### src/rtl/pla_pkg.sv
`timescale 1ns/1ps
package pla_pkg;
    // literal code per input, two bits: bit 0 wants 1, bit 1 wants 0
    localparam logic [1:0] LIT_ANY   = 2'b00;
    localparam logic [1:0] LIT_HIGH  = 2'b01;
    localparam logic [1:0] LIT_LOW   = 2'b10;
    localparam logic [1:0] LIT_NEVER = 2'b11;

    typedef enum logic {
        PLANE_SHARED  = 1'b0,
        PLANE_GROUPED = 1'b1
    } plane_e;
endpackage

### src/rtl/pla_cfg_store.sv
`timescale 1ns/1ps
module pla_cfg_store #(
    parameter int N_IN   = 4,
    parameter int N_TERM = 16,
    parameter int N_OUT  = 4,
    parameter int TAW    = 4
) (
    input  logic                          clk,
    input  logic                          rst_n,
    input  logic                          we,
    input  logic [TAW-1:0]                term,
    input  logic [2*N_IN-1:0]             lits_in,
    input  logic [N_OUT-1:0]              conn_in,
    output logic [N_TERM-1:0][2*N_IN-1:0] lits_q,
    output logic [N_TERM-1:0][N_OUT-1:0]  conn_q
);
    import pla_pkg::*;

    localparam int LW = 2 * N_IN;

    typedef struct packed {
        logic [N_TERM-1:0][LW-1:0]    lits;
        logic [N_TERM-1:0][N_OUT-1:0] conn;
    } cfg_t;

    cfg_t cfg_d, cfg_q;

    always_comb begin
        cfg_d = cfg_q;
        if (we && (int'(term) < N_TERM)) begin
            cfg_d.lits[term] = lits_in;
            cfg_d.conn[term] = conn_in;
        end
    end

    always_ff @(posedge clk or negedge rst_n) begin
        if (!rst_n) begin
            for (int t = 0; t < N_TERM; t++) begin
                cfg_q.lits[t] <= {N_IN{LIT_NEVER}};
                cfg_q.conn[t] <= '0;
            end
        end else begin
            cfg_q <= cfg_d;
        end
    end

    assign lits_q = cfg_q.lits;
    assign conn_q = cfg_q.conn;

    // no strobe, no change
    p_hold_r8: assert property (@(posedge clk) disable iff (!rst_n)
        !we |=> $stable(cfg_q));
    // a strobe lands in the addressed slot
    p_store_r8: assert property (@(posedge clk) disable iff (!rst_n)
        (we && int'(term) < N_TERM) |=>
            (lits_q[$past(term)] == $past(lits_in)) && (conn_q[$past(term)] == $past(conn_in)));
endmodule

### src/rtl/pla_and_plane.sv
`timescale 1ns/1ps
module pla_and_plane #(
    parameter int N_IN   = 4,
    parameter int N_TERM = 16
) (
    input  logic                          clk,
    input  logic                          rst_n,
    input  logic [N_IN-1:0]               x,
    input  logic [N_TERM-1:0][2*N_IN-1:0] lits,
    output logic [N_TERM-1:0]             hit
);
    import pla_pkg::*;

    for (genvar t = 0; t < N_TERM; t++) begin : g_term
        logic [N_IN-1:0] lit_ok;
        for (genvar i = 0; i < N_IN; i++) begin : g_lit
            logic [1:0] code;
            assign code      = lits[t][2*i +: 2];
            assign lit_ok[i] = (!code[0] || x[i]) && (!code[1] || !x[i]);
        end
        assign hit[t] = &lit_ok;

        logic contradictory;
        always_comb begin
            contradictory = 1'b0;
            for (int i = 0; i < N_IN; i++)
                if (lits[t][2*i +: 2] == LIT_NEVER) contradictory = 1'b1;
        end

        // a contradictory literal forces the term false
        p_contra_r3: assert property (@(posedge clk) disable iff (!rst_n)
            contradictory |-> !hit[t]);
        // an empty term is always true
        p_empty_r4: assert property (@(posedge clk) disable iff (!rst_n)
            (lits[t] == '0) |-> hit[t]);
    end
endmodule

### src/rtl/pla_or_plane.sv
`timescale 1ns/1ps
module pla_or_plane #(
    parameter int N_TERM = 16,
    parameter int N_OUT  = 4,
    parameter int GROUP  = 4
) (
    input  logic                         clk,
    input  logic                         rst_n,
    input  logic                         grouped,
    input  logic [N_TERM-1:0]            hit,
    input  logic [N_TERM-1:0][N_OUT-1:0] conn,
    output logic [N_OUT-1:0]             y
);
    for (genvar o = 0; o < N_OUT; o++) begin : g_out
        localparam int FIRST = o * GROUP;

        logic [N_TERM-1:0] col;
        logic [GROUP-1:0]  grp;
        logic              shared_or, group_or;

        for (genvar t = 0; t < N_TERM; t++) begin : g_col
            assign col[t] = conn[t][o];
        end

        for (genvar g = 0; g < GROUP; g++) begin : g_grp
            if (FIRST + g < N_TERM) begin : g_in
                assign grp[g] = hit[FIRST + g];
            end else begin : g_off
                assign grp[g] = 1'b0;
            end
        end

        assign shared_or = |(hit & col);
        assign group_or  = |grp;
        assign y[o]      = grouped ? group_or : shared_or;

        // nothing connected and true means a low output
        p_shared_zero_r5: assert property (@(posedge clk) disable iff (!rst_n)
            (!grouped && ((hit & col) == '0)) |-> !y[o]);
        // a silent group means a low output whatever the rows hold
        p_group_zero_r7: assert property (@(posedge clk) disable iff (!rst_n)
            (grouped && grp == '0) |-> !y[o]);

        for (genvar t = 0; t < N_TERM; t++) begin : g_fan
            // every connected true term reaches its output
            p_fanout_r6: assert property (@(posedge clk) disable iff (!rst_n)
                (!grouped && hit[t] && conn[t][o]) |-> y[o]);
        end
    end
endmodule

### src/rtl/pla_array.sv
`timescale 1ns/1ps
module pla_array #(
    parameter int  N_IN   = 4,
    parameter int  N_TERM = 16,
    parameter int  N_OUT  = 4,
    parameter int  GROUP  = 4,
    localparam int TAW    = (N_TERM > 1) ? $clog2(N_TERM) : 1
) (
    input  logic              clk,
    input  logic              rst_n,
    input  logic              fixed_mode,
    input  logic              cfg_we,
    input  logic [TAW-1:0]    cfg_term,
    input  logic [2*N_IN-1:0] cfg_lits,
    input  logic [N_OUT-1:0]  cfg_conn,
    input  logic [N_IN-1:0]   in_vec,
    output logic [N_OUT-1:0]  out_vec
);
    import pla_pkg::*;

    logic [N_TERM-1:0][2*N_IN-1:0] lits;
    logic [N_TERM-1:0][N_OUT-1:0]  conn;
    logic [N_TERM-1:0]             hit;
    plane_e                        plane;

    assign plane = plane_e'(fixed_mode);

    pla_cfg_store #(.N_IN(N_IN), .N_TERM(N_TERM), .N_OUT(N_OUT), .TAW(TAW)) i_store (
        .clk(clk), .rst_n(rst_n), .we(cfg_we), .term(cfg_term),
        .lits_in(cfg_lits), .conn_in(cfg_conn), .lits_q(lits), .conn_q(conn)
    );

    pla_and_plane #(.N_IN(N_IN), .N_TERM(N_TERM)) i_and (
        .clk(clk), .rst_n(rst_n), .x(in_vec), .lits(lits), .hit(hit)
    );

    pla_or_plane #(.N_TERM(N_TERM), .N_OUT(N_OUT), .GROUP(GROUP)) i_or (
        .clk(clk), .rst_n(rst_n), .grouped(plane == PLANE_GROUPED),
        .hit(hit), .conn(conn), .y(out_vec)
    );

    // the first cycle after reset shows a dark array
    logic first_q;
    always_ff @(posedge clk or negedge rst_n) begin
        if (!rst_n) first_q <= 1'b1;
        else        first_q <= 1'b0;
    end
    p_reset_dark_r1: assert property (@(posedge clk) disable iff (!rst_n)
        first_q |-> (out_vec == '0));
endmodule

### config.mk
export PLATFORM = sky130hd
export DESIGN_NAME = pla_array
export DESIGN_NICKNAME = d
export VERILOG_FILES = /design/src/rtl/pla_pkg.sv /design/src/rtl/pla_cfg_store.sv /design/src/rtl/pla_and_plane.sv /design/src/rtl/pla_or_plane.sv /design/src/rtl/pla_array.sv
export SDC_FILE = /design/constraint.sdc
export NUM_CORES = 1
export LEC_CHECK = 0
export ABC_CLOCK_PERIOD_IN_PS = 2650
export BUFFER_PORTS_ARGS = -buffer_cell sky130_fd_sc_hd__buf_2
export CAP_MARGIN = 20
export CORE_UTILIZATION = 55
export DETAILED_ROUTE_END_ITERATION = 12
export GPL_TIMING_DRIVEN = 1
export HOLD_SLACK_MARGIN = 0.02
export PLACE_DENSITY_LB_ADDON = 0.15
export SLEW_MARGIN = 20
export SYNTH_ARGS = -nofsm -noshare
export SYNTH_HDL_FRONTEND = slang
export SYNTH_HIERARCHICAL = 1
export SYNTH_SLANG_ARGS = --single-unit
### constraint.sdc
create_clock -name clk -period 2.65 [get_ports clk]
set_input_delay 0.1325 -clock clk [delete_from_list [all_inputs] [get_ports clk]]
set_output_delay 0.1325 -clock clk [all_outputs]
set_load 0.005 [all_outputs]
==> run metrics, run 1 <==
Top Ports=28; maximum clock frequency=0.392 GHz; Fin. Hold Viols=0; Detail Route Antenna Nets=0; status=completed; overall die area=roughly 16000 um^2; Slew Viols, Final=0; final routed wire length divided by cell count=23.8 um; DRC violations left=0; Post-Route Skew=0 ns; switching part of the total=26.2%; Final Net Count=630; combined global-route utilization of all metal layers=approximately a quarter; count of placed standard cells in the final layout, fillers left out=830; clock sinks=192; Antenna Cells=0; multi-input logic area=3500 um^2; TritonCTS clock tree=yes; internal portion of total power=~6 mW; die extent in y=128 um; unrepaired setup endpoints after global routing=true; overflow left after global routing=0; Yosys warnings=6; leakage dissipation=4.02 nW; R2R Setup Slk=1.85 ns; minimum clock period after layout=around 2.6 ns; die span in x=128 um; sequential fraction of the synthesis area=57.2%; placed cell count=797; worst-path fanout max=5; CTS Root Buffer Type=sky130_fd_sc_hd__clkbuf_16; number of violations of the max-capacitance limit=0; Sequential cell area=around 5000 um^2; maximum buffer depth of the clock tree=2; filler instances=1142; number of antenna violations at the first check in global routing=0; maximum number of pins on one net before global-route repair=78; reported net switching power=2.18 mW; CTS Buf Count=17; pwr dens=865 nW/um^2; growth of design area from synthesis to finish=10.7%; synthesized area per cell=15.1 um^2; most common library cell in the layout ignoring fill and taps=sky130_fd_sc_hd__mux2_2; Worst Path Required=2.52 ns; final critical-path share of the clock period=96.3%; Final setup viols=0; worst min-delay path category=input pin to flop; Max IR drop VDD=roughly 690 uV; detailed-placement wirelength estimate=around 13000 um; Power Total=8.32 mW; total of flip-flops plus latches after synthesis=192; Via Count=4904; routed via count divided by cell count=5.91; post-synth cell types=34; clock latency at the later pin of the worst-skew pair=0.43 ns; setup TNS=0 ns; slew of the pin with the lowest slew margin=between 0.8 and 0.9 ns; Initial DRT Pass Iterations=4; layout cell share with drive strength beyond 1=around two thirds; Buffers on Ports=27; arrival time of data at the critical path endpoint=2.42 ns; commonest non-fill, non-tap cells in the layout=sky130_fd_sc_hd__mux2_2, sky130_fd_sc_hd__dfstp_2, sky130_fd_sc_hd__mux2i_1, sky130_fd_sc_hd__dfrtp_1, sky130_fd_sc_hd__buf_2; share of total power in sequential cells=51.9%; number of levels the H-tree was split into=4; Core ar.=15300 um^2; tightest slew margin relative to the limit=46.2%; startpoint type of the worst setup path=flop; relative contribution of the clock network to total power=between 20% and 30%; wire length of the first global-routing pass=31600 um; via count of the first global-routing pass=5315; category of the most critical setup path=flop to output pin; power share of the combinational group=between 10% and 20%; 1st-iter DRT viols=around 360; total wirelength of the detailed-routed design=19800 um; type of destination of the critical path=output pin; net count after synthesis=600; Synth Cell Area=8680 um^2; post-synthesis instance total=576; clock edge transition at the registers on the reported setup and hold paths=about 0.07 ns; post-route cell area=9620 um^2; gp weighted congestion=0.855; cell row count=between 40 and 50; cell area after placement=9030 um^2; initial core utilization=between 50% and 60%
-- per-stage QoR --
step | hold slack, ns | setup WS [ns] | util (%)
after floorplan | -0.163 | 0.935 | -
after global placement | 0.217 | 0.314 | 59.0
after detailed placement | 0.228 | 0.357 | 59.0
after CTS | 0.198 | 0.0173 | 62.7
after global routing | 0.219 | -0.0375 | 62.8
final | 0.222 | 0.0988 | 62.8
-- power groups by stage --
| stage | Clock, mW | Combinational [mW] | Sequential (mW) |
|---|---|---|---|
| 2_1_floorplan | 0 | 1.12 | 4.21 |
| 3_3_place_gp | 0 | 1.50 | 4.32 |
| 3_5_place_dp | 0 | 1.56 | 4.35 |
| 4_1_cts | 2.47 | 1.59 | 4.31 |
| 5_1_grt | 2.59 | 1.72 | 4.40 |
| 6_report | 2.42 | 1.59 | 4.32 |
-- worst paths after layout --
path | from | to | cells after the start
min in group asynchronous | rst_n | i_store/conn_q[25] | 2
worst min register to register | i_store/conn_q[60] | i_store/conn_q[60] | 1
max in group asynchronous | rst_n | i_store/lits_q[33] | 3
worst min-delay path | cfg_conn[3] | i_store/conn_q[35] | 2
worst max-delay path | i_store/lits_q[45] | out_vec[0] | 7
worst max register to register | i_store/conn_q[35] | i_store/conn_q[35] | 1
-- final cells by class --
cell class / count / share of cell area, %
Sequential cell: 192 / 51.6
Clock buffer: 24 / 4.91
Inverter: 1 / 0.0390
Tap cell: 211 / 2.75
Multi-Input combinational cell: 347 / 36.4
Timing Repair Buffer: 47 / 3.45
Clock inverter: 8 / 0.820
-- worst max-delay path, cell delays in order, from the launching register on --
cell and delay, ns:
sky130_fd_sc_hd__dfstp_2 0.54, sky130_fd_sc_hd__mux2i_1 0.09, sky130_fd_sc_hd__and4_4 0.25, sky130_fd_sc_hd__a222oi_1 0.45, sky130_fd_sc_hd__nand3_1 0.17, sky130_fd_sc_hd__a2111oi_2 0.30, sky130_fd_sc_hd__a31oi_1 0.06, sky130_fd_sc_hd__buf_2 0.14
-- per-layer routing --
layer | vias to the layer above | global-route usage (%) | wire length (um)
met3 | 25 | 5.30 | 754
met4 | 0 | 7.20 | 293
met1 | 2603 | 37.8 | 9310
met2 | 85 | 41.9 | 9410
li1 | 2191 | - | -
met5 | - | 0 | 0
-- flip-flops by register name, summed over array words and instances, names as in the netlist --
signal / flops
i_store/conn_q: 64
i_store/lits_q: 128
-- Yosys cell counts (all sizes together) --
master,count,area (um^2)
buf,24,191
o41ai,1,8.76
a222oi,3,30.0
a22oi,25,188
o21ai,1,5.00
nand2,4,15.0
a31oi,1,6.26
mux2i,64,641
nor2b,1,6.26
inv,1,3.75
nand2b,6,37.5
nand4,4,25.0
nand3b,2,15.0
or3,1,11.3
a21oi,3,15.0
dfstp,128,3360
nor3,2,10.0
nor2,10,37.5
nor4b,1,8.76
nand3,4,20.0
nor3b,1,12.5
a2111oi,3,33.8
nor4,2,12.5
clkbuf,12,45.0
mux2,192,2200
and4,16,140
dfrtp,64,1600
-- timing repair --
action | CTS | global route
hold buffers | 1 | 0
pin swaps | 1 | 3
hold endpoints to repair | 20 | 0
setup endpoints to repair | 3 | 3
gates resized for setup | 7 | 3
setup buffers | 0 | 0
-- cells by family (layout without fill, tap and decap cells) --
group	count (synthesis)	in the layout	synth area share [%]
flip-flops	192	192	57.2
AND/OR/NAND/NOR	54	54	4.05
multiplexers	256	256	32.7
AO/OA/AOI/OAI	37	37	3.30
buffers and inverters	37	80	2.77
(Power assumes the default switching activity.)
==> run 2: changes to the inputs <==
--- a/config.mk
+++ b/config.mk
@@ -16,5 +16,4 @@
 export SLEW_MARGIN = 20
 export SYNTH_ARGS = -nofsm -noshare
 export SYNTH_HDL_FRONTEND = slang
-export SYNTH_HIERARCHICAL = 1
 export SYNTH_SLANG_ARGS = --single-unit
==> run metrics, run 2 <==
cell area after placement=8990 um^2; launch instance of the worst min-delay path=cfg_conn[2]; final critical-path share of the clock period=between 90% and 100%; setup TNS=0 ns; most common library cell in the layout ignoring fill and taps=sky130_fd_sc_hd__mux2_2; Largest register FFs=128; leading cell types by count after synthesis=sky130_fd_sc_hd__mux2_2, sky130_fd_sc_hd__dfstp_2, sky130_fd_sc_hd__dfrtp_1, sky130_fd_sc_hd__mux2i_1, sky130_fd_sc_hd__a22oi_1; status=completed; dominant cell by count in the synthesized netlist=sky130_fd_sc_hd__mux2_2; die extent in y=around 130 um; category of the most critical setup path=flop to output pin; clock sinks=192; DRC violations left=0; Slew Viols, Final=0; overflow left after global routing=0; post-synthesis instance total=574; Initial DRT Pass Iterations=5; routed via count divided by cell count=approximately 6.1; commonest non-fill, non-tap cells in the layout=sky130_fd_sc_hd__mux2_2, sky130_fd_sc_hd__dfstp_2, sky130_fd_sc_hd__mux2i_1, sky130_fd_sc_hd__dfrtp_1, sky130_fd_sc_hd__buf_2; minimum clock period after layout=2.54 ns; filler instances=1123; R2R Setup Slk=1.83 ns; leakage dissipation=around 4 nW; top post-synthesis cells by area=sky130_fd_sc_hd__dfstp_2, sky130_fd_sc_hd__mux2_2, sky130_fd_sc_hd__dfrtp_1; tightest slew margin relative to the limit=54.1%; Synth Cell Area=8660 um^2; number of enable-type register cells in the synthesized netlist=0; Buffers on Ports=27; maximum clock frequency=0.394 GHz; worst-path fanout max=5; clock edge transition at the registers on the reported setup and hold paths=approximately 0.07 ns; gp weighted congestion=0.912; overall die area=around 16000 um^2; CTS Buf Count=17; Via Count=5074; number of levels the H-tree was split into=4; number of antenna violations at the first check in global routing=1; Fin. Hold Viols=0; combined global-route utilization of all metal layers=27.1%; Detail Route Antenna Nets=0; r2r worst-path depth=1; arrival time of data at the critical path endpoint=2.41 ns; Max IR drop VDD=498 uV; post-synth cell types=27; Final Net Count=626; Post-Route Hold Slack=0.204 ns; total wirelength of the detailed-routed design=20400 um; clock latency at the later pin of the worst-skew pair=roughly 0.43 ns; die span in x=127 um; number of violations of the max-capacitance limit=0; 1st-iter DRT viols=between 300 and 400; Post-Route Skew=0 ns; total of flip-flops plus latches after synthesis=approximately 190; cell row count=45; Worst Path Required=between 2 and 3 ns; initial core utilization=56.8%; TritonCTS clock tree=yes; worst min-delay path category=input pin to flop; dominant register cell in the synthesized netlist=sky130_fd_sc_hd__dfstp_2; share of flip-flops with an asynchronous set or reset after synthesis=100%; Top Ports=28; synthesized area per cell=15.1 um^2; via count of the first global-routing pass=roughly 5400; number of cells traversed by the worst hold path=2; pwr dens=872 nW/um^2; endpoint of the worst register-to-register path=i_store.conn_q[51]; layout cell share with drive strength beyond 1=66.8%; cell accounting for the most synthesized area=sky130_fd_sc_hd__dfstp_2; Worst Hold Endpoint=i_store.conn_q[34]; final core utilization=62.8%; type of destination of the critical path=output pin; final routed wire length divided by cell count=24.6 um; unrepaired setup endpoints after global routing=false; slew of the pin with the lowest slew margin=0.689 ns; Final setup viols=0; worst reg2reg startpoint=i_store.conn_q[51]; CTS Root Buffer Type=sky130_fd_sc_hd__clkbuf_16; detailed-placement wirelength estimate=13300 um; startpoint type of the worst setup path=flop; maximum buffer depth of the clock tree=2; post-route cell area=between 9000 and 10000 um^2; net count after synthesis=598; Synth top area share=38.8%; growth of design area from synthesis to finish=10.6%; Core ar.=15300 um^2; wire length of the first global-routing pass=31900 um; Yosys warnings=0; sequential fraction of the synthesis area=57.3%; maximum number of pins on one net before global-route repair=58; Power Total=8.35 mW
-- run 2: cell types whose count changed after synthesis, moves of 4 or more --
cell	before	now
sky130_fd_sc_hd__and4_4	0	11
sky130_fd_sc_hd__nand2b_1	6	2
sky130_fd_sc_hd__clkbuf_1	12	18
sky130_fd_sc_hd__and4_1	16	5
sky130_fd_sc_hd__mux2_2	182	192
sky130_fd_sc_hd__mux2_4	10	0
sky130_fd_sc_hd__buf_2	14	10
-- run 2: area by class of cell --
cell class              instances  area (um^2)  share of cell area, %
well taps                     211          264                   2.76
repair buffers                 47          319                   3.33
diodes                          1         2.50                 0.0261
clock inverters                10         76.3                  0.797
multi-input cells             344         3460                   36.2
clock buffers                  22          485                   5.07
flip-flops and latches        192         4960                   51.8
-- run 2: worst max path at each step --
stage | slack, ns | startpoint | depth (start not counted) | to
6_report | 0.11 | i_store.lits_q[41] | 7 | out_vec[0]
5_1_grt | 0.007 | i_store.lits_q[41] | 7 | out_vec[0]
4_1_cts | 0.03 | i_store.lits_q[77] | 7 | out_vec[1]
3_5_place_dp | 0.33 | in_vec[2] | 8 | out_vec[1]
3_3_place_gp | 0.31 | in_vec[2] | 8 | out_vec[1]
2_1_floorplan | 0.93 | i_store.lits_q[41] | 6 | out_vec[0]
-- run 2: kinds of logic after synthesis --
group | Yosys count | synth area share, %
AND/OR/NAND/NOR | 52 | 4.19
flip-flops | 192 | 57.3
AO/OA/AOI/OAI | 36 | 3.35
multiplexers | 256 | 32.4
buffers and inverters | 38 | 2.77
-- run 2: repair_timing --
action | CTS | global route
hold endpoints to repair | 37 | 0
resized for setup | 0 | 3
buffers inserted | 0 | 0
setup endpoints to repair | 0 | 2
hold buffers | 1 | 0
-- run 2: power by group --
part           leakage, nW  switching (mW)  internal, mW  total (mW)
Clock                0.264            1.11          1.31        2.43
Combinational         1.58           0.732         0.857        1.59
Sequential            2.13           0.395          3.94        4.34
Total                 3.97            2.24          6.11        8.35
-- run 2: worst max-delay path, cell delays in order, from the launching register on --
cell	delay, ns
sky130_fd_sc_hd__dfstp_2	0.53
sky130_fd_sc_hd__mux2i_1	0.07
sky130_fd_sc_hd__and4_1	0.31
sky130_fd_sc_hd__a222oi_1	0.42
sky130_fd_sc_hd__nand3_1	0.15
sky130_fd_sc_hd__a2111oi_2	0.30
sky130_fd_sc_hd__a21oi_1	0.07
sky130_fd_sc_hd__buf_2	0.14
-- run 2: metrics by stage --
step           worst slack [ns]  instances
5_1_grt                 0.00745        826
3_3_place_gp              0.309        793
2_1_floorplan             0.935        574
6_report                  0.112        827
4_1_cts                  0.0284        826
3_5_place_dp              0.327        793
-- run 2: per-layer routing --
layer	global-route usage (%)	up-vias	routed length [um]
met5	0	-	0
li1	-	2189	-
met3	5.23	43	782
met1	36.2	2712	9120
met2	43.6	130	9850
met4	11.5	0	616
==> run 3: changes to the inputs <==
--- a/config.mk
+++ b/config.mk
@@ -5,7 +5,7 @@
 export SDC_FILE = /design/constraint.sdc
 export NUM_CORES = 1
 export LEC_CHECK = 0
-export ABC_CLOCK_PERIOD_IN_PS = 2650
+export ABC_CLOCK_PERIOD_IN_PS = 2430
 export BUFFER_PORTS_ARGS = -buffer_cell sky130_fd_sc_hd__buf_2
 export CAP_MARGIN = 20
 export CORE_UTILIZATION = 55
==> constraint.sdc (replaced) <==
create_clock -name clk -period 2.43 [get_ports clk]
set_input_delay 0.1215 -clock clk [delete_from_list [all_inputs] [get_ports clk]]
set_output_delay 0.1215 -clock clk [all_outputs]
set_load 0.005 [all_outputs]
==> run metrics, run 3 (same netlist as run 2, synthesis figures left out) <==
status=complete, but fails checks; violated checks=negative setup slack; CTS Buf Count=17; layout cell share with drive strength beyond 1=69.4%; Crit path buffers/inverters=1; via count of the first global-routing pass=5492; Post-Route Skew=0 ns; die extent in y=around 130 um; growth of design area from synthesis to finish=11.8%; die span in x=~130 um; number of violations of the max-capacitance limit=0; category of the most critical setup path=flop to output pin; arrival time of data at the critical path endpoint=between 2 and 2.5 ns; slew of the pin with the lowest slew margin=0.667 ns; routed via count divided by cell count=roughly 6.1; post-layout worst setup margin=-0.0622 ns; maximum cell stage delay along the critical path=0.53 ns; total wirelength of the detailed-routed design=19900 um; clock sinks=between 150 and 200; relative contribution of the clock network to total power=29.3%; Worst Path Required=2.31 ns; final routed wire length divided by cell count=24.0 um; depth of the critical timing path with buffers and inverters included=7; Antenna Cells=0; minimum clock period after layout=roughly 2.5 ns; overflow left after global routing=0; maximum number of pins on one net before global-route repair=64; Slew Viols, Final=0; type of destination of the critical path=output pin; Buffers on Ports=27; Core ar.=15300 um^2; cell row count=45; Largest register FFs=roughly 130; leakage dissipation=4.02 nW; maximum buffer depth of the clock tree=2; Fin. Hold Viols=0; Max IR drop VDD=658 uV; DRC violations left=0; gp weighted congestion=0.883; post-placement worst setup slack=0.0724 ns; cell-by-cell listing of the critical path=mux2i_1 > and4_2 > a22oi_1 > nand4_1 > a2111oi_2 > a21oi_1 > buf_2; 1st-iter DRT viols=328; reported net switching power=2.45 mW; pwr dens=955 nW/um^2; number of cells traversed by the worst hold path=2; number of antenna violations at the first check in global routing=0; power share of the combinational group=19.7%; initial core utilization=56.8%; TritonCTS clock tree=yes; family of cells with the greatest summed delay on the critical path=compound AO/OA/AOI/OAI gates; share of total power in sequential cells=50.9%; setup TNS=-0.0797 ns; worst-path fanout max=5; Final setup viols=2; startpoint type of the worst setup path=flop; Initial DRT Pass Iterations=6; most common library cell in the layout ignoring fill and taps=sky130_fd_sc_hd__mux2_2; Final Net Count=629; detailed-placement wirelength estimate=12900 um; wire length of the first global-routing pass=31500 um; overall die area=16300 um^2; worst min-delay path category=input pin to flop; maximum clock frequency=between 0.4 and 0.5 GHz; Top Ports=28; Detail Route Antenna Nets=0; Via Count=5065; internal portion of total power=6.81 mW; unrepaired setup endpoints after global routing=true; CP max-delay cell=sky130_fd_sc_hd__dfstp_2; CTS Root Buffer Type=sky130_fd_sc_hd__clkbuf_16; combined global-route utilization of all metal layers=26.7%; number of levels the H-tree was split into=4; commonest non-fill, non-tap cells in the layout=sky130_fd_sc_hd__mux2_2, sky130_fd_sc_hd__dfstp_2, sky130_fd_sc_hd__dfrtp_1; switching part of the total=26.4%; clock latency at the later pin of the worst-skew pair=0.43 ns; r2r worst-path depth=1; tightest slew margin relative to the limit=55.4%; final critical-path share of the clock period=103%; clock edge transition at the registers on the reported setup and hold paths=0.07 ns
==> run 3: cell count changes in the layout (fill, tap and decap cells not counted), sizes merged <==
cell      previous run  this run
diode                1         0
inv                  2         3
clkinvlp             4         2
clkinv               4         5
buf                 46        49
==> run 3: what timing repair did <==
item,CTS,global route
pin swaps,17,0
hold buffers,1,0
endpoints found under the setup margin,4,4
hold endpoints to repair,30,0
buffers inserted,5,0
gates resized for setup,18,2
==> run 3: worst paths after layout <==
path	startpoint	to	slack, ns
worst min register to register	i_store.conn_q[14]	i_store.conn_q[14]	0.51
worst min-delay path	cfg_conn[3]	i_store.conn_q[3]	0.20
worst max-delay path	i_store.lits_q[19]	out_vec[3]	-0.06
worst max register to register	i_store.conn_q[37]	i_store.conn_q[37]	1.63
max in group asynchronous	rst_n	i_store.lits_q[7]	1.35
min in group asynchronous	rst_n	i_store.conn_q[51]	0.24
==> run 3: stage by stage <==
step	power (mW)	area, um^2	util [%]	hold WS (ns)	cells
after floorplan	5.86	8660	-	-0.174	574
after global placement	6.37	8980	58.8	0.139	791
after detailed placement	6.47	8980	58.8	0.152	791
after CTS	9.31	9670	63.4	0.179	829
after global routing	9.67	9680	63.5	0.217	829
final	9.25	9680	63.5	0.199	829
==> run 3: power by group through the flow <==
stage	clock, mW	combinational (mW)	sequential [mW]
final	2.71	1.83	4.71
after global routing	2.89	1.97	4.81
after CTS	2.78	1.83	4.71
after floorplan	0	1.27	4.59
after detailed placement	0	1.72	4.75
after global placement	0	1.66	4.71
==> run 3: area by class of cell <==
class | count | area (um^2)
Fill cell | 1117 | 5570
Tap cell | 211 | 264
Sequential cell | 192 | 4960
Timing Repair Buffer | 50 | 342
Clock buffer | 22 | 517
Multi-Input combinational cell | 344 | 3530
Clock inverter | 10 | 70.1
==> run 3: layer usage <==
metal	global-route usage, %	vias up	wire [um]
met5	0	-	0
met4	10.6	0	461
met3	5.49	34	973
met2	43.2	150	9530
met1	35.5	2688	8930
li1	-	2193	-
